$ cat src/rtl/wdt_pkg.sv
package wdt_pkg;
    localparam int RELOAD_W = 12;

    typedef enum logic [1:0] {
        ACT_NONE  = 2'd0,
        ACT_RESET = 2'd1,
        ACT_IRQ   = 2'd2,
        ACT_RSVD  = 2'd3
    } wdt_action_e;

    // Bit layout is decoded by software: [15:14] action, [13] enable,
    // [12] prescale select, [11:0] reload.
    typedef struct packed {
        wdt_action_e         action;
        logic                enable;
        logic                prescale;
        logic [RELOAD_W-1:0] reload;
    } wdt_cfg_t;
endpackage

$ cat src/rtl/wdt_tickgen.sv
module wdt_tickgen #(
    parameter int PRE_DIV = 16384
) (
    input  logic clk,
    input  logic rst_n,
    input  logic restart,
    input  logic run,
    input  logic pre_sel,
    output logic tick
);
    localparam int PRE_W = (PRE_DIV > 1) ? $clog2(PRE_DIV) : 1;
    localparam logic [PRE_W-1:0] PRE_LAST = PRE_W'(PRE_DIV - 1);

    typedef struct packed {
        logic             half;
        logic [PRE_W-1:0] pre;
    } tg_state_t;

    tg_state_t s_d, s_q;
    logic      wd_tick;
    logic      pre_wrap;

    always_comb begin
        wd_tick  = run & s_q.half;
        pre_wrap = (s_q.pre == PRE_LAST);
        tick     = wd_tick & (~pre_sel | pre_wrap);
        s_d      = s_q;
        if (restart || !run) begin
            s_d = '0;
        end else begin
            s_d.half = ~s_q.half;
            if (wd_tick && pre_sel)
                s_d.pre = pre_wrap ? '0 : s_q.pre + 1'b1;
        end
    end

    always_ff @(posedge clk) begin
        if (!rst_n) s_q <= '0;
        else        s_q <= s_d;
    end

    AST_TICK_SPACED: assert property (@(posedge clk) disable iff (!rst_n)
        tick |=> !tick);
endmodule

$ cat src/rtl/wdt_downcount.sv
module wdt_downcount #(
    parameter int W = 12
) (
    input  logic         clk,
    input  logic         rst_n,
    input  logic         restart,
    input  logic         load_en,
    input  logic [W-1:0] load_val,
    input  logic         tick,
    output logic [W-1:0] count,
    output logic         running,
    output logic         expire
);
    typedef struct packed {
        logic [W-1:0] cnt;
        logic         run;
    } dc_state_t;

    dc_state_t s_d, s_q;
    logic      last_step;

    always_comb begin
        last_step = (s_q.cnt <= W'(1));
        expire    = s_q.run & tick & ~restart & last_step;
        s_d       = s_q;
        if (restart) begin
            s_d.cnt = load_val;
            s_d.run = load_en;
        end else if (s_q.run && tick) begin
            if (last_step) begin
                s_d.cnt = '0;
                s_d.run = 1'b0;
            end else begin
                s_d.cnt = s_q.cnt - 1'b1;
            end
        end
    end

    always_ff @(posedge clk) begin
        if (!rst_n) s_q <= '0;
        else        s_q <= s_d;
    end

    assign count   = s_q.cnt;
    assign running = s_q.run;

    AST_COUNT_NO_RISE: assert property (@(posedge clk) disable iff (!rst_n)
        (s_q.run && !restart) |=> s_q.cnt <= $past(s_q.cnt));
    AST_HALT_HOLDS: assert property (@(posedge clk) disable iff (!rst_n)
        (!s_q.run && !restart) |=> $stable(s_q.cnt));
endmodule

$ cat src/rtl/wdt_writeonce.sv
module wdt_writeonce
    import wdt_pkg::*;
#(
    parameter int PRE_DIV = 16384
) (
    input  logic        clk,
    input  logic        rst_n,
    input  logic        wr_en,
    input  logic [15:0] wr_data,
    output logic [31:0] rd_data,
    output logic        irq,
    output logic        rst_req
);
    typedef struct packed {
        wdt_cfg_t cfg;
        logic     lock;
        logic     irq;
        logic     rreq;
    } top_state_t;

    top_state_t          s_d, s_q;
    wdt_cfg_t            wr_cfg;
    logic [RELOAD_W-1:0] load_val;
    logic                load_en;
    logic                tick;
    logic                running;
    logic                expire;
    logic [RELOAD_W-1:0] count;

    assign wr_cfg   = wdt_cfg_t'(wr_data);
    assign load_val = s_q.lock ? s_q.cfg.reload : wr_cfg.reload;
    assign load_en  = s_q.lock ? s_q.cfg.enable : wr_cfg.enable;

    wdt_tickgen #(.PRE_DIV(PRE_DIV)) u_tick (
        .clk     (clk),
        .rst_n   (rst_n),
        .restart (wr_en),
        .run     (running),
        .pre_sel (s_q.cfg.prescale),
        .tick    (tick)
    );

    wdt_downcount #(.W(RELOAD_W)) u_cnt (
        .clk      (clk),
        .rst_n    (rst_n),
        .restart  (wr_en),
        .load_en  (load_en),
        .load_val (load_val),
        .tick     (tick),
        .count    (count),
        .running  (running),
        .expire   (expire)
    );

    always_comb begin
        s_d      = s_q;
        s_d.rreq = 1'b0;
        if (wr_en) begin
            if (!s_q.lock) begin
                s_d.cfg  = wr_cfg;
                s_d.lock = 1'b1;
            end
            s_d.irq = 1'b0;
        end else if (expire) begin
            case (s_q.cfg.action)
                ACT_IRQ:             s_d.irq  = 1'b1;
                ACT_RESET, ACT_RSVD: s_d.rreq = 1'b1;
                default:             ;
            endcase
        end
    end

    always_ff @(posedge clk) begin
        if (!rst_n) s_q <= '0;
        else        s_q <= s_d;
    end

    assign rd_data = {3'b000, count, s_q.lock, s_q.cfg};
    assign irq     = s_q.irq;
    assign rst_req = s_q.rreq;

    AST_CFG_FROZEN: assert property (@(posedge clk) disable iff (!rst_n)
        s_q.lock |=> (s_q.lock && $stable(s_q.cfg)));
    AST_IRQ_DROPS_ON_WRITE: assert property (@(posedge clk) disable iff (!rst_n)
        wr_en |=> !s_q.irq);
    AST_RREQ_PULSE: assert property (@(posedge clk) disable iff (!rst_n)
        s_q.rreq |=> !s_q.rreq);
    AST_OUTPUTS_EXCLUSIVE: assert property (@(posedge clk) disable iff (!rst_n)
        s_q.rreq |-> !s_q.irq);
endmodule

$ cat config.mk
export PLATFORM = sky130hd
export DESIGN_NAME = wdt_writeonce
export DESIGN_NICKNAME = d
export VERILOG_FILES = /design/src/rtl/wdt_pkg.sv /design/src/rtl/wdt_tickgen.sv /design/src/rtl/wdt_downcount.sv /design/src/rtl/wdt_writeonce.sv
export SDC_FILE = /design/constraint.sdc
export NUM_CORES = 1
export LEC_CHECK = 0
export ABC_AREA = 1
export CORE_MARGIN = 1
export CORE_UTILIZATION = 30
export CTS_CLUSTER_SIZE = 40
export DETAILED_ROUTE_END_ITERATION = 16
export PLACE_DENSITY = 0.59
export SYNTH_ARGS = -nofsm -noshare
export SYNTH_HDL_FRONTEND = slang
export SYNTH_SLANG_ARGS = --single-unit
$ cat constraint.sdc
create_clock -name clk -period 3.4 [get_ports clk]
set_input_delay 0.51 -clock clk [delete_from_list [all_inputs] [get_ports clk]]
set_output_delay 0.51 -clock clk [all_outputs]
set_load 0.005 [all_outputs]
# Word level (Yosys, flattened, before mapping)
# Cells that the tools add are included.
[word_totals] register_bits=47 in_bits=19
[op_classes] add_sub_neg=2 magnitude_cmp=1 eq_ne=4 muxes=8 bitwise=12 reduce_logical=13
[ops] op="$mux W13" count=2
[ops] op="$mux W12" count=2
[ops] op="$add A14 B1 Y14 const B" count=1
[ops] op="$eq A14 B14 Y1 const B" count=1
[ops] op="$mux W14" count=1
[ops] op="$le A12 B1 Y1 const B" count=1
[ops] op="$sub A12 B1 Y12 const B" count=1
[ops] op="$not A1 Y1" count=6
[ops] op="$reduce_and A2 Y1" count=3
[ops] op="$reduce_or A2 Y1" count=3
[ops] op="$and A1 B1 Y1" count=5
[ops] op="$eq A2 B2 Y1 const B" count=2
[ops] op="$reduce_bool A2 Y1" count=2
[ops] op="$mux W1" count=3
[ops] op="$reduce_or A3 Y1" count=1
[ops] op="$eq A2 B1 Y1 const B" count=1
[ops] op="$logic_and A1 B1 Y1" count=2
[ops] op="$logic_not A1 Y1" count=1
[ops] op="$logic_or A1 B1 Y1" count=1
[ops] op="$or A1 B1 Y1" count=1

# Depth between registers and ports, before layout
[logic_depth] depth_word=8 mapped_depth=11 mapped_depth_nobuf=11

# By module
# From an unflattened synthesis, not the netlist that was laid out.
[unflattened] cells_unflattened=426 hier_area_um2=2772.7
[modules_own_cells] module="wdt_downcount" n_inst=1 cells_per_inst=155 area_each_um2=997.2
[modules_own_cells] module="wdt_writeonce" n_inst=1 cells_per_inst=150 area_each_um2=978.4
[modules_own_cells] module="wdt_tickgen" n_inst=1 cells_per_inst=121 area_each_um2=797.0

# Least setup slack after synthesis
# OpenSTA, ideal clock, no wires.
[synth_timing] kind="reg-to-reg" start="register u_cnt.s_q, in the netlist u_cnt.count[0]" end="register u_cnt.s_q, in the netlist u_cnt.count[6]" setup_time_ns=0.064 arrival_time_ns=1.378 t_required_ns=3.336 setup_slack_ns=1.958 path_stages_with_launch=11 path_buffers=1 path_cell_list="dfxtp_1 -> inv_1 -> ha_1 -> o21ai_0 -> nor2_1 -> nand2_1 -> nand2_1 -> buf_4 -> o21ai_0 -> nor2_1 -> nor2_1"
[synth_via] elab_chain_len=4
[synth_rtl] element="start, declared" line="wdt_downcount.sv:19" text="dc_state_t s_d, s_q;"
[synth_rtl] element="start signal, assigned" line="wdt_downcount.sv:40" text="if (!rst_n) s_q <= '0;"
[synth_rtl] element="start signal, assigned" line="wdt_downcount.sv:41" text="else s_q <= s_d;"
[synth_rtl] element="$sub A12 B1 Y12 / $le A12 B1 Y1 (equally long branches)" line="wdt_downcount.sv:34, wdt_downcount.sv:23"
[synth_rtl] element="$mux W12 (*)" line="wdt_downcount.sv:30" text="if (last_step) begin"
[synth_rtl] element="$mux W13 (*)" line="wdt_downcount.sv:29" text="end else if (s_q.run && tick) begin"
[synth_rtl] element="$mux W13 (*)" line="wdt_downcount.sv:26" text="if (restart) begin"
# Mark *: on every way between the ends. The rest lies on a longest branch, timed or not. The select of a mux whose other input is x is not followed.
# A chain may end at the register's enable or synchronous reset.

# Worst setup path in the final report
[layout_timing] start="input wr_en" end="register u_cnt.s_q, in the netlist u_cnt.count[5]"
[layout_via] elab_chain_len=1
[layout_rtl] element="start, declared" line="wdt_writeonce.sv:8" text="input logic wr_en,"
[layout_rtl] element="$mux W13 / $reduce_bool A2 Y1 (equally long branches)"
# Parallel ways exist; a longest one is shown, timed or not.

==> impl_metrics.ini <==
[detailed_routing]
routed_wl_um = 5970
drt-wirelength-per-cell_um = 11.7
drt_first_pass_iters = 4
drt.antenna.violating_nets = 0
via_count_normalized_by_instance_count = 4.59
dr_total_vias = 2348
detail_route.iter0.violations = 99
route.detailed.drc = 0

[synthesis]
post_synthesis_cell_area_mm2 = 0.00246
ys.warnings.count = 0
gate_count_after_technology_mapping = 363
synth-seq-area-share = 0.383
yosysUniqueCellTypes = 29
yosys_register_bits = 47
synth.avg_cell_area_um2 = 6.77

[clock_tree]
tritoncts.num_buffers = 5
numClockSinks = 47
cts_tree = yes
post_cts_buffers = 0
holdBufCountCts = 0
cts-htree-levels = 2
cts-root-buf = sky130_fd_sc_hd__clkbuf_8
post_cts.resized_instances = 0
clk_path_buf_depth = 2
worst_setup_hold_path_clk_slew_ps = 90
worst_skew_pair.late_latency_ps = 300

[floorplan]
core_mm2 = 0.00781
die_ar_mm2 = 0.00856
die_h_um = 92.5
io-pin-count = 53
rows = 32
chipWidth_um = 92.5
floorplan.initialDensity = 0.315

[outcome]
run_status = completed

[finish]
flow.area_growth_from_synthesis_pct = 26.0
most_common_library_cell_in_the_layout_ignoring_fill_and_taps = sky130_fd_sc_hd__nand2_1
n_antenna_cell = 0
mostFrequentLayoutCells = sky130_fd_sc_hd__nand2_1, sky130_fd_sc_hd__nor2_1, sky130_fd_sc_hd__clkdlybuf4s50_1
fillCellCount = 832
fraction_of_final_layout_cells_with_drive_strength_greater_than_1 = 0.0611
finish.net_count = 430

[pwr]
vdd_drop_max_uv = 162
power_density_mw_per_mm2 = 393
power.static_leakage_nw = 1.25

[worst_setup_path]
worstPathMaxFanout = 27
crit_path_max_incr_delay_ps = 610
startpoint_kind_of_the_worst_setup_timing_path = primary input
cp_data_required_time_ps = 3640
critical_path.slowest_cell = sky130_fd_sc_hd__clkdlybuf4s50_1
crit_start = wr_en
timing_worst_setup_path_type = primary input to register
worstReg2RegStart = u_cnt.count[0]
critical_path_sink_type = register
cp.arrival_ps = 2240
crit_path_cell_trace = clkdlybuf4s50_1, nand2_2, inv_2, nand2_1, nand2_1, o21bai_1, nor2_1, nor2_1

[timing]
timing.final.hold_violations = 0
setup_total_negative_slack_ps = 0
max_clock_freq_ghz = 0.498
finalWorstSetupSlack_ps = 1390
timing_max_transition_violations_final = 0
rsz0062_at_grt = false
ratio_of_final_minimum_period_to_clock_period = 0.590
layout_min_cycle_time_ps = 2010
timing.clock.skew_ps = 14.1
finalSetupViolCount = 0
hold_slack_ps = 453

[job]
drv.max_cap_violation_count = 0

[place]
port-buffer-count = 49
dp_slack_ps = 1090
finalWeightedCongestion = 0.890
place.detailed.hpwl_um = 4470

[grt]
globalRouteOverflowTotal = 0
grt_first_pass_wirelength_um = 10300
grt_antenna_before_repair = 0
grt_max_degree = 28
gr-usage-all-layers = 0.152
grt_pass1_vias = 2201

[worst_hold_path]
hold_path_class = register to register
hold_path.startpoint = irq
-- power breakdown --
part | internal (W) | switching (W) | leakage [nW]
logic | 0.000118 | 0.000134 | 0.822
clock network | 0.000167 | 0.000193 | 0.0484
registers | 0.000576 | 0.0000279 | 0.385
-- area by class of cell --
| cell class | count | area [um2] | share of cell area |
|---|---|---|---|
| Clock buffer | 7 | 86.3 | 0.0279 |
| Clock inverter | 1 | 8.76 | 0.00283 |
| Inverter | 34 | 128 | 0.0412 |
| Multi-Input combinational cell | 270 | 1310 | 0.422 |
| Sequential cell | 47 | 941 | 0.304 |
| Tap cell | 102 | 128 | 0.0412 |
| Timing Repair Buffer | 50 | 498 | 0.161 |
-- sequential cells by signal, summed over array words and instances (netlist names) --
| name | flops |
|---|---|
| u_tick.s_q | 15 |
| u_cnt.running | 1 |
| rd_data | 17 |
| rst_req | 1 |
| u_cnt.count | 12 |
| irq | 1 |
-- worst max-delay path, delay by kind of cell --
kind	cells	cell delay [ps]
buffers and inverters	2	1010
and+or+nand+nor	5	610
AOI/OAI and AO/OA	1	100
-- synth_stat cells, drive strengths merged --
library cell | n | share of area
a21oi | 25 | 0.051
nand3 | 32 | 0.075
xor2 | 7 | 0.025
o21bai | 3 | 0.0092
conb | 1 | 0.0015
nand4 | 1 | 0.0025
dfxtp | 47 | 0.38
a211oi | 1 | 0.0031
xnor2 | 2 | 0.0071
o211a | 1 | 0.0041
inv | 34 | 0.052
nand2 | 94 | 0.15
nand3b | 2 | 0.0061
nor2 | 67 | 0.11
o21ai | 11 | 0.022
ha | 3 | 0.015
buf | 13 | 0.035
nor4 | 1 | 0.0051
a22oi | 12 | 0.037
clkbuf | 1 | 0.0015
nor3 | 5 | 0.010
-- routing by layer --
metal  share of wire  wire (um)  GRT usage  vias to the layer above
met2            0.45       2660      0.240                       54
li1                -          -          -                     1249
met4           0.021        127     0.0547                        0
met5               0          0          0                        -
met3           0.034        206     0.0361                        9
met1            0.50       2980      0.200                     1036
-- worst paths after layout --
| path | cells after the start | slack, ps | endpoint |
|---|---|---|---|
| setup / recovery | 8 | 1390 | u_cnt.count[5] |
| hold / removal | 2 | 450 | irq |
| hold reg to reg | 2 | 450 | irq |
| setup reg to reg | 11 | 1630 | u_cnt.count[9] |
-- metrics by stage --
stage               cell area [um2]  cells  utilization  total power [W]
finish                         3100    511        0.397          0.00122
global route                   3100    511        0.397          0.00130
floorplan                      2470    365            -         0.000767
CTS                            3100    511        0.397          0.00123
detailed placement             3000    503        0.385         0.000871
global placement               3000    503        0.385         0.000871
-- cells by family (layout without fill, tap and decap cells) --
group / Yosys count / after routing / synth area share
AOI/OAI and AO/OA: 53 / 53 / 0.126
adders and majority gates: 3 / 3 / 0.0153
DFF: 47 / 47 / 0.383
buffers and inverters: 48 / 92 / 0.0880
and+or+nand+nor: 202 / 202 / 0.354
xor gates and xnor gates: 9 / 9 / 0.0321
other: 1 / 3 / 0.00153
No activity file was read; power rests on OpenSTA's default activity.
